`src/rtl/wqrb_pkg.sv`:
```
package wqrb_pkg;

    // Permission terms; a field may be written when any set term is true
    typedef struct packed {
        logic any;
        logic dis;
        logic en;
        logic cfg;
        logic mbdis;
        logic mblck;
    } perm_t;

    // Live conditions the permission terms are evaluated against
    typedef struct packed {
        logic mod_en;
        logic in_cfg;
        logic buf_en;
        logic buf_lck;
    } ctx_t;

    localparam perm_t PERM_ANY    = '{any: 1'b1, default: 1'b0};
    localparam perm_t PERM_EN     = '{en: 1'b1, default: 1'b0};
    localparam perm_t PERM_CFGDIS = '{cfg: 1'b1, dis: 1'b1, default: 1'b0};
    localparam perm_t PERM_MBDIS  = '{mbdis: 1'b1, default: 1'b0};
    localparam perm_t PERM_MBLCK  = '{mblck: 1'b1, default: 1'b0};

    localparam logic [3:0] RUN_CMD = 4'b0101;

    localparam int A_CTRL   = 0;
    localparam int A_TIM    = 1;
    localparam int A_RUN    = 2;
    localparam int A_WIN    = 3;
    localparam int BUF_BASE = 4;

    function automatic logic perm_ok(perm_t p, ctx_t c);
        return p.any
             | (p.dis   & ~c.mod_en)
             | (p.en    &  c.mod_en)
             | (p.cfg   &  c.in_cfg)
             | (p.mbdis & ~c.buf_en)
             | (p.mblck &  c.buf_lck);
    endfunction

endpackage

```
`src/rtl/wqrb_field.sv`:
```
module wqrb_field
    import wqrb_pkg::*;
#(
    parameter int    W    = 8,
    parameter perm_t PERM = PERM_ANY
) (
    input  logic         clk,
    input  logic         rst,
    input  ctx_t         ctx,
    input  logic         hit,
    input  logic [W-1:0] wdata,
    input  logic         clr,
    output logic [W-1:0] q
);

    always_ff @(posedge clk) begin
        if (rst) begin
            q <= '0;
        end else if (clr) begin
            q <= '0;            // clear event outranks a write
        end else if (hit && perm_ok(PERM, ctx)) begin
            q <= wdata;
        end
    end

endmodule

```
`src/rtl/wqrb_buf_slot.sv`:
```
module wqrb_buf_slot
    import wqrb_pkg::*;
#(
    parameter int IDW = 8,
    parameter int LW  = 4
) (
    input  logic        clk,
    input  logic        rst,
    input  logic        mod_en,
    input  logic        in_cfg,
    input  logic        buf_en,
    input  logic        buf_lck,
    input  logic        hit,
    input  logic [15:0] wdata,
    input  logic [1:0]  be,
    output logic [15:0] rd
);

    localparam int LO = 4;

    ctx_t             ctx;
    logic             pend_q;
    logic             grant;
    logic             hit_hi;
    logic             hit_lo;
    logic [IDW-1:0]   id_q;
    logic [LW-1:0]    plen_q;

    assign ctx    = '{mod_en: mod_en, in_cfg: in_cfg, buf_en: buf_en, buf_lck: buf_lck};
    assign hit_hi = hit & be[1];
    assign hit_lo = hit & be[0];
    assign grant  = pend_q & ~buf_en;

    // Disable request is armed only while the buffer is enabled
    always_ff @(posedge clk) begin
        if (rst) begin
            pend_q <= 1'b0;
        end else if (grant) begin
            pend_q <= 1'b0;
        end else if (hit_lo && wdata[0] && buf_en) begin
            pend_q <= 1'b1;
        end
    end

    wqrb_field #(.W(IDW), .PERM(PERM_MBDIS)) u_id (
        .clk(clk), .rst(rst), .ctx(ctx), .hit(hit_hi),
        .wdata(wdata[15 -: IDW]), .clr(1'b0), .q(id_q)
    );

    wqrb_field #(.W(LW), .PERM(PERM_MBLCK)) u_plen (
        .clk(clk), .rst(rst), .ctx(ctx), .hit(hit_lo),
        .wdata(wdata[LO +: LW]), .clr(grant), .q(plen_q)
    );

    always_comb begin
        rd             = '0;
        rd[15 -: IDW]  = id_q;
        rd[LO +: LW]   = plen_q;
    end


    id_gate_chk: assert property (@(posedge clk) disable iff (rst)
        (hit_hi && buf_en) |=> $stable(id_q));

    plen_gate_chk: assert property (@(posedge clk) disable iff (rst)
        (hit_lo && !buf_lck && !grant) |=> $stable(plen_q));

    grant_clr_chk: assert property (@(posedge clk) disable iff (rst)
        grant |=> (plen_q == '0));

endmodule

```
`src/rtl/wqrb_window.sv`:
```
module wqrb_window #(
    parameter int SELW = 2,
    parameter int IW   = 8
) (
    input  logic        clk,
    input  logic        rst,
    input  logic        wr_full,
    input  logic [15:0] wdata,
    output logic [15:0] rd
);

    localparam int NREG = 1 << SELW;
    localparam int WMD  = SELW;

    logic [SELW-1:0]           sel_q;
    logic [NREG-1:0][IW-1:0]   regs_q;
    logic [SELW-1:0]           wsel;

    assign wsel = wdata[SELW-1:0];

    always_ff @(posedge clk) begin
        if (rst) begin
            sel_q  <= '0;
            regs_q <= '0;
        end else if (wr_full) begin
            sel_q <= wsel;
            if (!wdata[WMD]) begin
                regs_q[wsel] <= wdata[15 -: IW];
            end
        end
    end

    always_comb begin
        rd              = '0;
        rd[SELW-1:0]    = sel_q;
        rd[15 -: IW]    = regs_q[sel_q];
    end


    wmd_keep_chk: assert property (@(posedge clk) disable iff (rst)
        (wr_full && wdata[WMD]) |=> $stable(regs_q));

    wmd_load_chk: assert property (@(posedge clk) disable iff (rst)
        (wr_full && !wdata[WMD]) |=> (rd == $past({wdata[15 -: IW], {(16-IW){1'b0}}} | {{(16-SELW){1'b0}}, wsel})));

endmodule

```
`src/rtl/wqrb_top.sv`:
```
module wqrb_top
    import wqrb_pkg::*;
#(
    parameter int              AW        = 4,
    parameter int              NBUF      = 2,
    parameter int              PSW       = 3,
    parameter logic [PSW-1:0]  CFG_STATE = 3'd2,
    parameter int              SELW      = 2,
    parameter int              IW        = 8
) (
    input  logic             clk,
    input  logic             rst,
    input  logic             wr_en,
    input  logic [AW-1:0]    addr,
    input  logic [15:0]      wdata,
    input  logic [1:0]       be,
    output logic [15:0]      rdata,
    input  logic [PSW-1:0]   proto_state,
    input  logic [NBUF-1:0]  buf_en_sts,
    input  logic [NBUF-1:0]  buf_lock_sts
);

    localparam int NLANE = 2;

    ctx_t                    ctx;
    logic                    in_cfg;
    logic                    mod_en_q;
    logic                    full;
    logic                    run_cmd;
    logic [15:0]             tim_q;
    logic [15:0]             runcnt_q;
    logic [15:0]             win_rd;
    logic [NBUF-1:0]         buf_hit;
    logic [NBUF-1:0][15:0]   buf_rd;

    assign in_cfg  = (proto_state == CFG_STATE);
    assign ctx     = '{mod_en: mod_en_q, in_cfg: in_cfg, buf_en: 1'b0, buf_lck: 1'b0};
    assign full    = (be == 2'b11);
    assign run_cmd = wr_en && (addr == AW'(A_CTRL)) && be[0] && (wdata[7:4] == RUN_CMD);

    wqrb_field #(.W(1), .PERM(PERM_ANY)) u_mod_en (
        .clk(clk), .rst(rst), .ctx(ctx),
        .hit(wr_en && (addr == AW'(A_CTRL)) && be[0]),
        .wdata(wdata[0]), .clr(1'b0), .q(mod_en_q)
    );

    wqrb_field #(.W(16), .PERM(PERM_CFGDIS)) u_tim (
        .clk(clk), .rst(rst), .ctx(ctx),
        .hit(wr_en && (addr == AW'(A_TIM)) && full),
        .wdata(wdata), .clr(1'b0), .q(tim_q)
    );

    for (genvar l = 0; l < NLANE; l++) begin : g_run_lane
        wqrb_field #(.W(8), .PERM(PERM_EN)) u_lane (
            .clk(clk), .rst(rst), .ctx(ctx),
            .hit(wr_en && (addr == AW'(A_RUN)) && be[l]),
            .wdata(wdata[l*8 +: 8]), .clr(run_cmd), .q(runcnt_q[l*8 +: 8])
        );
    end

    wqrb_window #(.SELW(SELW), .IW(IW)) u_win (
        .clk(clk), .rst(rst),
        .wr_full(wr_en && (addr == AW'(A_WIN)) && full),
        .wdata(wdata), .rd(win_rd)
    );

    for (genvar n = 0; n < NBUF; n++) begin : g_buf
        assign buf_hit[n] = wr_en && (addr == AW'(BUF_BASE + n));
        wqrb_buf_slot u_slot (
            .clk(clk), .rst(rst), .mod_en(mod_en_q), .in_cfg(in_cfg),
            .buf_en(buf_en_sts[n]), .buf_lck(buf_lock_sts[n]),
            .hit(buf_hit[n]), .wdata(wdata), .be(be), .rd(buf_rd[n])
        );
    end

    always_comb begin
        rdata = '0;
        case (addr)
            AW'(A_CTRL): rdata = {15'b0, mod_en_q};
            AW'(A_TIM):  rdata = tim_q;
            AW'(A_RUN):  rdata = runcnt_q;
            AW'(A_WIN):  rdata = win_rd;
            default: begin
                for (int n = 0; n < NBUF; n++) begin
                    if (addr == AW'(BUF_BASE + n)) rdata = buf_rd[n];
                end
            end
        endcase
    end


    run_clear_chk: assert property (@(posedge clk) disable iff (rst)
        run_cmd |=> (runcnt_q == '0));

    run_gate_chk: assert property (@(posedge clk) disable iff (rst)
        (wr_en && (addr == AW'(A_RUN)) && !mod_en_q) |=> $stable(runcnt_q));

    tim_gate_chk: assert property (@(posedge clk) disable iff (rst)
        (wr_en && (addr == AW'(A_TIM)) && !in_cfg && mod_en_q) |=> $stable(tim_q));

    tim_lane_chk: assert property (@(posedge clk) disable iff (rst)
        (wr_en && (addr == AW'(A_TIM)) && !full) |=> $stable(tim_q));

endmodule

```
`config.mk`:
```
export PLATFORM = sky130hd
export DESIGN_NAME = wqrb_top
export DESIGN_NICKNAME = d
export VERILOG_FILES = /design/src/rtl/wqrb_pkg.sv /design/src/rtl/wqrb_field.sv /design/src/rtl/wqrb_buf_slot.sv /design/src/rtl/wqrb_window.sv /design/src/rtl/wqrb_top.sv
export SDC_FILE = /design/constraint.sdc
export NUM_CORES = 1
export LEC_CHECK = 0
export CAP_MARGIN = 30
export CORE_UTILIZATION = 60
export CTS_CLUSTER_SIZE = 10
export DETAILED_ROUTE_END_ITERATION = 10
export MAX_ROUTING_LAYER = met4
export PLACE_DENSITY_LB_ADDON = 0.15
export REMOVE_ABC_BUFFERS = 1
export SLEW_MARGIN = 30
export SYNTH_ARGS = -nofsm -noshare
export SYNTH_HDL_FRONTEND = slang
export SYNTH_SLANG_ARGS = --single-unit
```
`constraint.sdc`:
```
create_clock -name clk -period 5.5 [get_ports clk]
set_clock_uncertainty 0.15 [all_clocks]
set_input_delay 1.65 -clock clk [delete_from_list [all_inputs] [get_ports clk]]
set_output_delay 1.65 -clock clk [all_outputs]
set_load 0.05 [all_outputs]
```
## After elaboration in Yosys (flattened, before gate mapping)

Cells that the tools add are included.

- Register bits: 93
- Input port bits: 32
- Logic and storage cells: 74

- Magnitude comparators: 3
- Eq/ne operators: 8
- Multiplexer cells: 8
- Bitwise logic cells: 11
- Reductions and logical operators: 29

Operators with widths:

| cell | number |
|---|---|
| 16-bit case mux with 4 select lines | 1 |
| 32-bit bitwise mux | 1 |
| 16-bit two-way mux | 2 |
| 1-bit logical AND | 24 |
| 8-bit binary-select mux with 2-bit select | 1 |
| 8-bit demux with 2-bit select | 1 |
| 8-bit two-way mux | 2 |
| 4-bit by 3-bit == test with 1-bit output, second input constant | 3 |
| 4-bit by 2-bit == test with 1-bit output, second input constant | 2 |
| 1-bit AND | 6 |
| 2-bit by 3-bit < comparator with 1-bit output, second input constant | 2 |
| 2-bit OR reduction | 3 |
| 4-bit by 1-bit == test with 1-bit output, second input constant | 1 |
| 4-bit zero test | 1 |
| 1-bit NOT | 4 |
| 3-bit by 2-bit == test with 1-bit output, second input constant | 1 |
| 2-bit == test, second input constant | 1 |
| 2-bit by 1-bit >= comparator with 1-bit output, second input constant | 1 |
| 2-bit AND reduction | 1 |
| 1-bit bitwise OR | 1 |

## Logic depth before layout (Yosys ltp)

- Depth in word-level cells: 5
- Mapped depth: 7
- Depth with buffers taken out: 4

## Hierarchy

A second synthesis with hierarchy kept.

- Cell total of the unflattened synthesis: 525
- Area total of the unflattened synthesis: 5168.7 sq um

Modules (own cells, without submodules):

| module | instances | cells an instance | area each (sq um) | sequential area each (sq um) |
|---|---|---|---|---|
| wqrb_window | 1 | 142 | 1632.8 | 680.7 |
| wqrb_top | 1 | 113 | 860.8 | 0.0 |
| wqrb_field (g_run_lane[0].u_lane ...) | 2 | 38 | 387.9 | 160.2 |
| wqrb_field (u_tim) | 1 | 75 | 685.7 | 320.3 |
| wqrb_field (g_buf[0].u_slot.u_id ...) | 2 | 28 | 310.3 | 160.2 |
| wqrb_field (g_buf[0].u_slot.u_plen ...) | 2 | 19 | 182.7 | 80.1 |
| wqrb_buf_slot | 2 | 11 | 93.8 | 20.0 |
| wqrb_field (u_mod_en) | 1 | 3 | 40.0 | 20.0 |

## Worst setup path before layout

No wires, ideal clock.

- Kind: in2out
- Start point: input addr[0]
- End point: output rdata[5]
- Data arrival time: 3351 ps
- Data required time: 3700 ps
- Slack: 349 ps
- Stages on the path: 5
- Cell sequence: buf_2 > buf_2 > mux2i_1 > o21a_1 > nor3_1

- Word-level cells in the longest chain between the ends: 4

RTL lines:

| item | RTL line | RTL |
|---|---|---|
| start: declaration | wqrb_top.sv:14 | `input logic [AW-1:0] addr,` |
| 4-bit by 3-bit == test with 1-bit output | wqrb_top.sv:85 | `if (addr == AW'(BUF_BASE + n)) rdata = buf_rd[n];` |
| 16-bit two-way mux (2 in series) | wqrb_top.sv:85 |  |
| 16-bit case mux with 4 select lines (*) | wqrb_top.sv:78 | `case (addr)` |
| end: declaration | wqrb_top.sv:17 | `output logic [15:0] rdata,` |

Mark *: on every way between the ends. The rest lies on a longest branch, timed or not.

## Final worst setup path

- Start point: input addr[1]
- End point: output rdata[15]

The elaborated chain is that of the path after synthesis.

==> reports/results.txt <==
CP startpoint kind: primary input
CP top delay family: buffers and inverters
fin crit period: 5360 ps
cells after synthesis: 437
RSZ-0062 raised after global routing: false
critical path's slowest cell: clkdlybuf4s50_1
VDD IR max: 193 µV
final setup fails: 0
DRT Pass-1 Iters: 7
outcome: finished, final reports clean
portion of netlist area occupied by mux cells: 26.8%
WP depth: 6
port buffer count: 47
synth cell count leaders: mux2i_1 (95), dfxtp_1 (93), nor2_1 (93)
Setup TNS: 0 ps
Hold Path Depth: 2
XOR/XNOR Fraction of Synth Area: 0%
Critical Setup Path Class: in -> out
yosys warns: 0
Cell Area, Synth: 0.00434 mm²
Worst Max-Slew Pin Slew: 770 ps
Die Y-Extent: 87.1 µm
vias: 3437
count of different cell masters after synthesis: 39
Max Clk Rate: 186 MHz
Post-Route WL: 10.4 mm
CTS Buf Count: 9
ys async rst share: 0%
DRC viols: 0
cells on worst reg2reg path: 5
Max-Cap Viols: 0
share of cells above drive strength 1: 15.2%
Worst Setup End Kind: output port
placer congestion estimate: 0.822
area of the multi-input gates: 0.00224 mm²
Max Root-Sink Buffers: 2
total grt overflow: 0
Synth area leader: dfxtp_1
die area: 0.00758 mm²
leak pwr: 2.43 nW
chip width: 87.1 µm
post-DP HPWL: 7.02 mm
Tot Pwr: 1.26 mW
CP peak stage delay: 660 ps
Skew-Pair Late Insertion Delay: 360 ps
syn avg cell area: 9.94 µm²
crit path DAT: 3560 ps
row cnt: 30
Area Overhead vs Synth: 20.0%
ant diodes: 0
most common cell in the synthesized netlist: mux2i_1
CTS tree: done
Synth top area share: 42.9%
Vias/cell: 5.97
Post-synth EDFFs: 0
Initial Util: 62.9%
hold crit path type: reg -> reg
H-tree depth: 3
vias in the first global route: 3329
hold_buf cts: 0
Wirelength per Cell: 18.0 µm
first-pass GRT wire length: 16.6 mm
Layout Nets: 507
core area: 0.00691 mm²
largest net degree at the start of global routing: 53
Synth Area in Adders: 0%
antenna violations before repair: 0
DRT iter0 DRCs: 285
Synth Area in Compound Gates: 9.56%
main combinational cell family by area after synthesis: multiplexers
CP Cell Sequence: clkdlybuf4s50_1 -> nor2_2 -> a21o_1 -> a222oi_1 -> a21oi_1 -> buf_12
clk sinks: 93
critical path buffer and inverter count: 2
dominant cells by area after synthesis: dfxtp_1 (43%), mux2i_1 (22%), nor2_1 (8.0%)
simple-gate share of the synthesized area: 15.3%
PostCTS Resize Cnt: 0
Register Area: 0.00186 mm²
CTS Root Cell: clkbuf_8
Setup Fix Bufs, Post-CTS: 0
Worst slew margin: 48.6%
Power Density: 242 mW/mm²
Final Hold Viols: 0
Max Transition Viols Final: 0
All-Layer GR Usage: 30.0%
Util after Layout: 75.5%
critical path peak fanout: 12
DRT antenna net count: 0
clk slew on worst S/H paths: 80 ps
Yosys reg bits: 93
most common flop cell mapped by yosys: dfxtp_1
Final Cycle Share: 97.5%
FILL cells: 530
Seq/Total Area, Yosys: 42.9%
WP data required: 3700 ps
Top Ports: 48
## tightest hold or removal path: cells and delay by family (launching register included)
family        cells  cell delay [ps]
simple gates      1               70
flops             1              330
mux               1               70
## placed cells by master, fill, tap and decap left out, types with 2 or more instances in the layout
cell,count
mux2i_1,95
nor2_1,93
dfxtp_1,93
clkdlybuf4s50_1,30
buf_4,19
buf_12,15
inv_1,11
nor3_1,11
a21o_1,10
mux4_2,9
clkbuf_8,9
o21ai_0,8
o22ai_1,8
a222oi_1,8
a21oi_1,8
nand3_2,5
o21a_1,4
a221oi_1,4
a22oi_1,3
nor3b_1,3
nor2_2,2
nor3b_4,2
nor2b_1,2
and2_1,2
nand4b_1,2
nand4_2,2
a31oi_1,2
and3b_1,2
clkinv_4,2
clkinv_2,2
## final timing paths
kind | startpoint | end | slack (ps)
setup / recovery | addr[1] | rdata[15] | 140
hold / removal | u_win.regs_q[21]$_SDFFE_PP0P_ | u_win.regs_q[21]$_SDFFE_PP0P_ | 350
hold reg to reg | u_win.regs_q[21]$_SDFFE_PP0P_ | u_win.regs_q[21]$_SDFFE_PP0P_ | 350
setup reg to reg | u_mod_en.q$_SDFFE_PP0P_ | u_tim.q[13]$_SDFFE_PP0P_ | 3660
## state kept, by name, indices dropped and copies added, names as in the netlist
register	count
u_tim.q	16
u_win.sel_q	2
g_buf.u_slot.u_id.q	16
u_mod_en.q	1
g_run_lane.u_lane.q	16
g_buf.u_slot.pend_q	2
u_win.regs_q	32
g_buf.u_slot.u_plen.q	8
## cells by family after synthesis
| kind of cell | Yosys count |
|---|---|
| and+or+nand+nor | 133 |
| muxes | 105 |
| DFF | 93 |
| AOI/OAI and AO/OA | 57 |
| buffers and inverters | 49 |
## routing by layer
metal  GRT usage (%)  part of all wire [%]  up-vias
met4            13.0                   3.3        0
met3            5.97                   5.1       28
met5               -                     0        -
met2            48.0                    48      115
met1            37.1                    44     1668
li1                -                     -     1626
## metrics by stage
stage / hold WS (ps) / setup slack [ps] / std cells / cell area (µm²)
after floorplan: 305 / 442 / 399 / 4150
after global placement: 319 / 230 / 560 / 5010
after detailed placement: 332 / 197 / 560 / 5010
after CTS: 352 / 161 / 576 / 5210
after global routing: 378 / 89.1 / 576 / 5210
final: 352 / 137 / 576 / 5210
## final cells by class
type	instances	share of cell area, %
clock inverter	7	1.42
clock buffer	9	2.38
tap	96	2.30
multi-input combinational	295	43.0
sequential	93	35.7
inverter	11	0.792
timing repair buffer	65	14.4
## power breakdown
| group | switching, mW | internal [mW] |
|---|---|---|
| Clock | 0.247 | 0.211 |
| Combinational | 0.0730 | 0.0568 |
| Sequential | 0.00115 | 0.674 |
| Total | 0.321 | 0.942 |
(Power assumes the default switching activity.)
